$ cat src/rtl/ocs_pkg.sv
package ocs_pkg;

    typedef enum logic [1:0] {
        MODE_SHORT  = 2'b00,
        MODE_CANCEL = 2'b01,
        MODE_RESV   = 2'b10,
        MODE_PASS   = 2'b11
    } seq_mode_e;

    typedef enum logic [2:0] {
        ST_RESERVED    = 3'd0,
        ST_PASS_SETTLE = 3'd1,
        ST_PASS_RUN    = 3'd2,
        ST_POS_SETTLE  = 3'd3,
        ST_POS_TAKE    = 3'd4,
        ST_NEG_SETTLE  = 3'd5,
        ST_NEG_TAKE    = 3'd6
    } seq_state_e;

endpackage

$ cat src/rtl/ocs_fsm.sv
module ocs_fsm
    import ocs_pkg::*;
#(
    parameter int SKIP_WORDS = 1
) (
    input  logic       clk,
    input  logic       rst_n,
    input  logic [1:0] mode_i,
    input  logic       flt_valid_i,
    output logic       pass_take_o,
    output logic       pos_load_o,
    output logic       pair_done_o,
    output logic       polarity_o,
    output logic       short_o
);

    localparam int CNT_W = (SKIP_WORDS > 1) ? $clog2(SKIP_WORDS) : 1;
    localparam int LAST_I = (SKIP_WORDS > 0) ? SKIP_WORDS - 1 : 0;
    localparam logic [CNT_W-1:0] LAST = CNT_W'(LAST_I);
    localparam bit HAS_SETTLE = (SKIP_WORDS > 0);

    seq_state_e       state_q, state_d;
    seq_mode_e        mode_q, mode_in;
    logic [CNT_W-1:0] cnt_q, cnt_d;
    logic             mode_chg;
    logic             settle_last;

    assign mode_in     = seq_mode_e'(mode_i);
    assign mode_chg    = (mode_in != mode_q);
    assign settle_last = flt_valid_i && (cnt_q == LAST);

    function automatic seq_state_e entry_of(input seq_mode_e m);
        seq_state_e s;
        unique case (m)
            MODE_SHORT, MODE_PASS: s = HAS_SETTLE ? ST_PASS_SETTLE : ST_PASS_RUN;
            MODE_CANCEL:           s = HAS_SETTLE ? ST_POS_SETTLE : ST_POS_TAKE;
            default:               s = ST_RESERVED;
        endcase
        return s;
    endfunction

    // next state and settle counter
    always_comb begin
        state_d = state_q;
        cnt_d   = cnt_q;
        if (mode_chg) begin
            state_d = entry_of(mode_in);
            cnt_d   = '0;
        end else begin
            unique case (state_q)
                ST_RESERVED: state_d = ST_RESERVED;
                ST_PASS_SETTLE: begin
                    if (settle_last) begin
                        state_d = ST_PASS_RUN;
                        cnt_d   = '0;
                    end else if (flt_valid_i) begin
                        cnt_d = cnt_q + 1'b1;
                    end
                end
                ST_PASS_RUN: state_d = ST_PASS_RUN;
                ST_POS_SETTLE: begin
                    if (settle_last) begin
                        state_d = ST_POS_TAKE;
                        cnt_d   = '0;
                    end else if (flt_valid_i) begin
                        cnt_d = cnt_q + 1'b1;
                    end
                end
                ST_POS_TAKE: begin
                    if (flt_valid_i) begin
                        state_d = HAS_SETTLE ? ST_NEG_SETTLE : ST_NEG_TAKE;
                    end
                end
                ST_NEG_SETTLE: begin
                    if (settle_last) begin
                        state_d = ST_NEG_TAKE;
                        cnt_d   = '0;
                    end else if (flt_valid_i) begin
                        cnt_d = cnt_q + 1'b1;
                    end
                end
                ST_NEG_TAKE: begin
                    if (flt_valid_i) begin
                        state_d = HAS_SETTLE ? ST_POS_SETTLE : ST_POS_TAKE;
                    end
                end
                default: state_d = ST_RESERVED;
            endcase
        end
    end

    // state register
    always_ff @(posedge clk or negedge rst_n) begin
        if (!rst_n) begin
            state_q <= ST_RESERVED;
            mode_q  <= MODE_RESV;
            cnt_q   <= '0;
        end else begin
            state_q <= state_d;
            mode_q  <= mode_in;
            cnt_q   <= cnt_d;
        end
    end

    // outputs
    always_comb begin
        pass_take_o = 1'b0;
        pos_load_o  = 1'b0;
        pair_done_o = 1'b0;
        polarity_o  = 1'b0;
        short_o     = (mode_q == MODE_SHORT);
        unique case (state_q)
            ST_RESERVED:    short_o = 1'b1;
            ST_PASS_SETTLE: ;
            ST_PASS_RUN:    pass_take_o = flt_valid_i && !mode_chg;
            ST_POS_SETTLE:  ;
            ST_POS_TAKE:    pos_load_o = flt_valid_i && !mode_chg;
            ST_NEG_SETTLE:  polarity_o = 1'b1;
            ST_NEG_TAKE: begin
                polarity_o  = 1'b1;
                pair_done_o = flt_valid_i && !mode_chg;
            end
            default: short_o = 1'b1;
        endcase
    end

    AST_SWAP_ONLY_CANCEL: assert property (@(posedge clk) disable iff (!rst_n)
        polarity_o |-> (mode_q == MODE_CANCEL));
    AST_SWAP_MOVES_ON_EVENT: assert property (@(posedge clk) disable iff (!rst_n)
        (polarity_o != $past(polarity_o)) |-> ($past(flt_valid_i) || $past(mode_chg)));
    AST_RESV_SHORTED: assert property (@(posedge clk) disable iff (!rst_n)
        (mode_q == MODE_RESV) |-> (short_o && !polarity_o));

endmodule

$ cat src/rtl/ocs_pair_math.sv
module ocs_pair_math #(
    parameter int W = 24
) (
    input  logic         clk,
    input  logic         rst_n,
    input  logic         pos_load_i,
    input  logic         pair_done_i,
    input  logic [W-1:0] word_i,
    output logic [W-1:0] result_o
);

    localparam int XW = W + 2;
    localparam logic signed [XW-1:0] MAXV = {3'b000, {(W-1){1'b1}}};
    localparam logic signed [XW-1:0] MINV = {3'b111, {(W-1){1'b0}}};

    logic [W-1:0]          pos_q;
    logic signed [XW-1:0]  diff_w;
    logic signed [XW-1:0]  half_w;

    always_ff @(posedge clk or negedge rst_n) begin
        if (!rst_n) begin
            pos_q <= '0;
        end else if (pos_load_i) begin
            pos_q <= word_i;
        end
    end

    always_comb begin
        diff_w = $signed({{2{pos_q[W-1]}}, pos_q})
               - $signed({{2{word_i[W-1]}}, word_i})
               + XW'(1);
        half_w = diff_w >>> 1;
        if (half_w > MAXV) begin
            result_o = MAXV[W-1:0];
        end else if (half_w < MINV) begin
            result_o = MINV[W-1:0];
        end else begin
            result_o = half_w[W-1:0];
        end
    end

    AST_POSITIVE_PAIR: assert property (@(posedge clk) disable iff (!rst_n)
        (pair_done_i && ($signed(pos_q) > $signed(word_i))) |-> ($signed(result_o) > 0));
    AST_NO_WRAP: assert property (@(posedge clk) disable iff (!rst_n)
        (pair_done_i && !pos_q[W-1] && word_i[W-1]) |-> !result_o[W-1]);

endmodule

$ cat src/rtl/ocs_out_stage.sv
module ocs_out_stage #(
    parameter int W = 24
) (
    input  logic         clk,
    input  logic         rst_n,
    input  logic         pass_take_i,
    input  logic         pair_done_i,
    input  logic [W-1:0] pass_word_i,
    input  logic [W-1:0] pair_word_i,
    output logic [W-1:0] out_word_o,
    output logic         out_valid_o,
    output logic         irq_o
);

    always_ff @(posedge clk or negedge rst_n) begin
        if (!rst_n) begin
            out_word_o  <= '0;
            out_valid_o <= 1'b0;
            irq_o       <= 1'b0;
        end else begin
            out_valid_o <= pass_take_i || pair_done_i;
            irq_o       <= pass_take_i || pair_done_i;
            if (pair_done_i) begin
                out_word_o <= pair_word_i;
            end else if (pass_take_i) begin
                out_word_o <= pass_word_i;
            end
        end
    end

    AST_ONE_SOURCE: assert property (@(posedge clk) disable iff (!rst_n)
        !(pass_take_i && pair_done_i));
    AST_IRQ_TRACKS_VALID: assert property (@(posedge clk) disable iff (!rst_n)
        irq_o == out_valid_o);

endmodule

$ cat src/rtl/ocs_sequencer.sv
module ocs_sequencer #(
    parameter int W          = 24,
    parameter int SKIP_WORDS = 1
) (
    input  logic         clk,
    input  logic         rst_n,
    input  logic [1:0]   mode_i,
    input  logic [W-1:0] flt_word_i,
    input  logic         flt_valid_i,
    output logic         polarity_o,
    output logic         short_o,
    output logic [W-1:0] out_word_o,
    output logic         out_valid_o,
    output logic         irq_o
);

    logic         pass_take;
    logic         pos_load;
    logic         pair_done;
    logic [W-1:0] pair_word;

    ocs_fsm #(.SKIP_WORDS(SKIP_WORDS)) i_fsm (
        .clk         (clk),
        .rst_n       (rst_n),
        .mode_i      (mode_i),
        .flt_valid_i (flt_valid_i),
        .pass_take_o (pass_take),
        .pos_load_o  (pos_load),
        .pair_done_o (pair_done),
        .polarity_o  (polarity_o),
        .short_o     (short_o)
    );

    ocs_pair_math #(.W(W)) i_math (
        .clk         (clk),
        .rst_n       (rst_n),
        .pos_load_i  (pos_load),
        .pair_done_i (pair_done),
        .word_i      (flt_word_i),
        .result_o    (pair_word)
    );

    ocs_out_stage #(.W(W)) i_out (
        .clk         (clk),
        .rst_n       (rst_n),
        .pass_take_i (pass_take),
        .pair_done_i (pair_done),
        .pass_word_i (flt_word_i),
        .pair_word_i (pair_word),
        .out_word_o  (out_word_o),
        .out_valid_o (out_valid_o),
        .irq_o       (irq_o)
    );

    AST_OUT_NEEDS_WORD: assert property (@(posedge clk) disable iff (!rst_n)
        out_valid_o |-> $past(flt_valid_i));
    AST_NO_OUT_AFTER_MODE_CHANGE: assert property (@(posedge clk) disable iff (!rst_n)
        !$stable(mode_i) |=> !out_valid_o);

endmodule

$ cat config.mk
export PLATFORM = sky130hd
export DESIGN_NAME = ocs_sequencer
export DESIGN_NICKNAME = d
export VERILOG_FILES = /design/src/rtl/ocs_pkg.sv /design/src/rtl/ocs_fsm.sv /design/src/rtl/ocs_pair_math.sv /design/src/rtl/ocs_out_stage.sv /design/src/rtl/ocs_sequencer.sv
export SDC_FILE = /design/constraint.sdc
export NUM_CORES = 1
export LEC_CHECK = 0
export BUFFER_PORTS_ARGS = -buffer_cell sky130_fd_sc_hd__buf_4
export CORE_AREA = 2 2 102 104
export DETAILED_ROUTE_END_ITERATION = 10
export DIE_AREA = 0 0 104 106
export PLACE_DENSITY = 0.7
export SYNTH_ARGS = -nofsm -noshare
export SYNTH_HDL_FRONTEND = slang
export SYNTH_SLANG_ARGS = --single-unit
$ cat constraint.sdc
create_clock -name clk -period 5.8 [get_ports clk]
set_input_delay 1.16 -clock clk [delete_from_list [all_inputs] [get_ports clk]]
set_output_delay 1.16 -clock clk [all_outputs]
set_load 0.01 [all_outputs]
# Yosys cells after proc, flatten, opt, wreduce, memory -nomap -nowiden
# Cells that the tools add are included.
# totals
ramBits	0
output_inout_bits	28
latch_bits	0
ff_bits	55
memories	0
input_bits	29
romBits	0
wordCells	62
# classes
reduce_logical	15
n_eq_ne	14
bitwise	1
shifts	0
multipliers	0
mux	21
n_lt_le_gt_ge	2
div	0
n_addsub	3
# op_table
cell	n
2-to-1 mux 24 bit	4
adder 25 x 2 -> 26 bit, second input constant	1
> comparator 25 x 24 -> 1 bit, second input constant	1
less-than comparator 25 x 24 -> 1 bit, second input constant	1
subtractor 24 x 24 -> 25 bit	1
2-to-1 mux 3 bit	6
one-hot mux 3 bit (6 select lines)	1
== test 3 bit, second input constant	3
2-to-1 mux 1 bit	9
inequality test 3 x 1 -> 1 bit, second input constant	3
== test 3 x 2 -> 1 bit, second input constant	2
inequality test 3 x 2 -> 1 bit, second input constant	2
OR reduction 6 bit	1
AND reduction 5 bit	1
logical NOT 2 bit	2
one-hot mux 2 bit (2 select lines)	1
nonzero test 2 bit	2
OR reduction 2 bit	2
== test 3 x 1 -> 1 bit, second input constant	1
nonzero test 3 bit	1
OR reduction 3 bit	1
== test 2 x 1 -> 1 bit, second input constant	1
== test 2 bit, second input constant	1
logical AND 1 bit	2
other kinds (6)	6

# Logic depth before layout (Yosys ltp)
# depth
depth_word	6
ltp_mapped	15
depth_no_buf	14

# Modules after synthesis
# From an unflattened synthesis, not the netlist that was laid out.
# unflattened
cells_unflattened	495
hier_area_um2	4505.6
# by_module_without_submodules
mod	area_per_inst_um2	cells_per_inst	n_inst	seq_area_each_um2
ocs_pair_math	2910.3	343	1	600.6
ocs_out_stage	1164.9	107	1	625.6
ocs_fsm	430.4	45	1	151.4

# Least setup slack after synthesis
# No wires, ideal clock.
# synth_timing
kind	input to register
start	input port flt_word_i[1]
end	register i_out.out_word_o[18]
setup_ns	0.080
required_time_ns	5.720
path_buffers	1
stages	14
t_arrival_ns	3.665
path_slack_ns	2.055
path_cell_list	ha_1 > inv_1 > ha_1 > inv_1 > fa_1 > nand2b_1 > a21oi_1 > o41a_1 > a31oi_1 > o21a_1 > a31oi_2 > buf_6 > nand4b_1 > o211ai_2
# synth_via
elab_chain_len	6
word_cells_on_any_way	7
classes_between	add/sub (2); order compare (2); mux (3)
# synth_lines
item	line	source
start, declared	ocs_sequencer.sv:8	input logic [W-1:0] flt_word_i,
subtractor 24 x 24 -> 25 bit *	ocs_pair_math.sv:30	- $signed({{2{word_i[W-1]}}, word_i})
adder 25 x 2 -> 26 bit *	ocs_pair_math.sv:31	+ XW'(1);
less-than comparator 25 x 24 -> 1 bit	ocs_pair_math.sv:35	end else if (half_w < MINV) begin
2-to-1 mux 24 bit	ocs_pair_math.sv:35	
2-to-1 mux 24 bit *	ocs_pair_math.sv:33	if (half_w > MAXV) begin
2-to-1 mux 24 bit *	ocs_out_stage.sv:23	if (pair_done_i) begin
end signal, assigned	ocs_out_stage.sv:24	out_word_o <= pair_word_i;
end signal, assigned	ocs_out_stage.sv:26	out_word_o <= pass_word_i;
end, declared	ocs_out_stage.sv:10	output logic [W-1:0] out_word_o,
# Every way passes the cells marked *; elsewhere a longest branch is shown, timed or not.
# A chain may end at the register's enable or synchronous reset.

# Worst setup path after layout
# layout_timing
start	input port flt_word_i[1]
end	register i_out.out_word_o[10]
# Same word-level chain as after synthesis.

==> results.sh <==
export IMPL_drv_slew=0
export IMPL_clk_latency_ps=310
export IMPL_status="complete, no violations"
export IMPL_worstSetupPathType="input pin to register"
export IMPL_die_x_um=104
export IMPL_cts_hold_buf=0
export IMPL_cp_top_family="compound AO/OA/AOI/OAI gates"
export IMPL_yosysTopAreaCell="dfrtp_1"
export IMPL_clock_fmax_mhz=229
export IMPL_yosysWarnings=0
export IMPL_syn_area_per_cell_um2=8.83
export IMPL_wl_per_cell_um=14.9
export IMPL_drt_iter0_markers=181
export IMPL_synth_seq_cells=55
export IMPL_crit_path_max_incr_delay_ps=610
export IMPL_final_layout_size_suffix_gt1_share_pct=22.4
export IMPL_firstDrtPassIters=4
export IMPL_die_area_um2=11000
export IMPL_cp_required_ps=6040
export IMPL_path_buf_inv=4
export IMPL_syn_nets=573
export IMPL_vdd_drop_max_v=0.000143
export IMPL_crit_arrival_ps=4610
export IMPL_dp_hpwl_um=7470
export IMPL_maxCapViolCount=0
export IMPL_synth_cell_type_count=60
export IMPL_ys_top_cells_by_count="nand2_1 (64), dfrtp_1 (54), a21oi_1 (47), ha_1 (47), o21ai_0 (40)"
export IMPL_place_area_um2=4890
export IMPL_design_area_um2=5030
export IMPL_drc_errors=0
export IMPL_num_vias=3759
export IMPL_cts_tree="done"
export IMPL_ys_seq_area_share_pct=31.4
export IMPL_setup_violations=0
export IMPL_timing_reg2reg_setup_slack_ps=2030
export IMPL_grt_overflow=0
export IMPL_io_pins=57
export IMPL_powerDensity_nw_per_um2=298
export IMPL_cts_sink_count=55
export IMPL_synth_top_area_share_pct=30.8
export IMPL_placementRows=37
export IMPL_slowest_stage="a31oi_2"
export IMPL_startpoint_type="input pin"
export IMPL_path_clk_slew_ps=100
export IMPL_cts_resized=0
export IMPL_slew_headroom_pct=41.5
export IMPL_path_cells="buf_4, ha_1, inv_1, ha_1, inv_1, fa_1, nand2b_1, a21oi_1, o41a_1, a31oi_1, o21a_1, a31oi_2, buf_4, a211oi_2, o21ai_2"
export IMPL_n_antenna_cell=0
export IMPL_clockRootBuffer="clkbuf_8"
export IMPL_grt_first_pass_wirelength_um=17100
export IMPL_ctsHtreeMaxLevel=2
export IMPL_hold_viol=0
export IMPL_async_reset_ff_share_pct=100
export IMPL_core_area_um2=10000
export IMPL_cts_made_buffers=5
export IMPL_viasPerCell=5.56
export IMPL_grt_pass1_vias=3668
export IMPL_drtAntennaViolNets=0
export IMPL_finClkSkew_ps=6.23
export IMPL_syn2layout_area_growth_pct=14.7
export IMPL_synth_edff_count=0
export IMPL_leakage_nw=2.44
export IMPL_io_buffer_count=56
export IMPL_cts_setup_buffers=0
export IMPL_tightest_slew_ps=873
export IMPL_syn_area_um2=4380
export IMPL_start_util_pct=43.8
export IMPL_synth_cells=496
export IMPL_fin_nets=616
export IMPL_final_setup_tns_ps=0
export IMPL_fill_cells=981
export IMPL_dieHeight_um=106
export IMPL_rsz0062_at_grt="false"
export IMPL_grt_use_total_pct=18.8
export IMPL_cp_max_fo=12
export IMPL_place_congestion=0.905
export IMPL_hold_path_class="register to register"
export IMPL_fin_crit_sh_pct=75.2
export IMPL_grt_start_max_net_pins=56
export IMPL_antenna_found_initial=0
export IMPL_clockBufferDepth=2
export IMPL_yosys_top_cells_area="dfrtp_1 (31%), ha_1 (13%), nand2_1 (5.5%)"
export IMPL_yosysMostFrequentCell="nand2_1"
export IMPL_worstSetupEndpointType="register"
export IMPL_wl_um=10100
export IMPL_fin_crit_ps=4360
export IMPL_synth_top_flop_cell="dfrtp_1"
## sequential cells by signal, indices dropped and copies added, names as in the netlist
register / cells
i_out.out_word_o: 24
i_out.out_valid_o: 1
i_fsm.cnt_q: 1
i_fsm.mode_q: 2
i_math.pos_q: 24
i_fsm.state_q: 3
## final cells by class
class	instances	area, µm²	area share [%]
sequential	55	1380	27.4
inverter	35	131	2.61
tap	136	170	3.39
clock inverter	2	60.1	1.19
multi-input combinational	380	2750	54.7
clock buffer	6	72.6	1.44
timing repair buffer	62	465	9.26
## kinds of logic after synthesis
| family | Yosys count | share of synthesized area, % |
|---|---|---|
| flip-flops | 55 | 31.4 |
| AO/OA/AOI/OAI | 174 | 29.2 |
| adder cells (fa/ha/maj) | 48 | 13.9 |
| AND/OR/NAND/NOR | 135 | 14.8 |
| buffers and inverters | 61 | 6.00 |
| XOR/XNOR | 21 | 4.20 |
| multiplexers | 2 | 0.514 |
## report_power, final
group / leakage, nW / total [W] / internal [W] / switching [W]
clock network: 0.0654 / 0.000305 / 0.000173 / 0.000132
registers: 0.717 / 0.000556 / 0.000488 / 0.0000679
logic: 1.65 / 0.000638 / 0.000297 / 0.000341
total: 2.44 / 0.00150 / 0.000958 / 0.000541
## final timing paths
kind | start | to | depth (start not counted)
max reg2reg | i_math.pos_q[1]$_DFFE_PN0P_ | i_out.out_word_o[10]$_DFFE_PN0P_ | 15
min in group asynchronous | rst_n | i_out.out_word_o[14]$_DFFE_PN0P_ | 1
min | i_out.out_word_o[14]$_DFFE_PN0P_ | i_out.out_word_o[14]$_DFFE_PN0P_ | 2
max in group asynchronous | rst_n | i_fsm.state_q[0]$_DFFE_PN0P_ | 1
max | flt_word_i[1] | i_out.out_word_o[10]$_DFFE_PN0P_ | 15
min reg2reg | i_out.out_word_o[14]$_DFFE_PN0P_ | i_out.out_word_o[14]$_DFFE_PN0P_ | 2
## layout by cell type (no fill, tap or decap), types with 15 or more instances in the layout
master / n
nand3_1: 15
o21ai_2: 17
buf_4: 62
nor2_1: 15
o21ai_0: 40
a21oi_1: 47
ha_1: 47
a211oi_2: 18
dfrtp_1: 54
nand2_1: 64
inv_1: 34
xnor2_1: 15
## routing by layer
metal  track usage (%)  wire, µm
met2              32.7      4800
met5                 0         0
met1              23.7      4660
met3              2.94       431
met4              6.37       175
## worst register-to-register path: stages, from the launching register on
cell,delay (ps)
dfrtp_1,360
inv_1,50
ha_1,260
inv_1,60
ha_1,200
inv_1,70
fa_1,390
nand2b_1,170
a21oi_1,240
o41a_1,260
a31oi_1,170
o21a_1,270
a31oi_2,610
buf_4,380
a211oi_2,120
o21ai_2,120
## metrics by stage
step	hold WS (ps)	instances	util [%]	power, W	worst slack (ps)
floorplan	454	496	-	0.000963	2050
global placement	466	668	48.9	0.00119	1250
detailed placement	471	668	48.9	0.00120	1160
CTS	495	676	50.3	0.00151	1450
global route	512	676	50.3	0.00161	1250
finish	490	676	50.3	0.00150	1440
No activity file was read; power rests on OpenSTA's default activity.
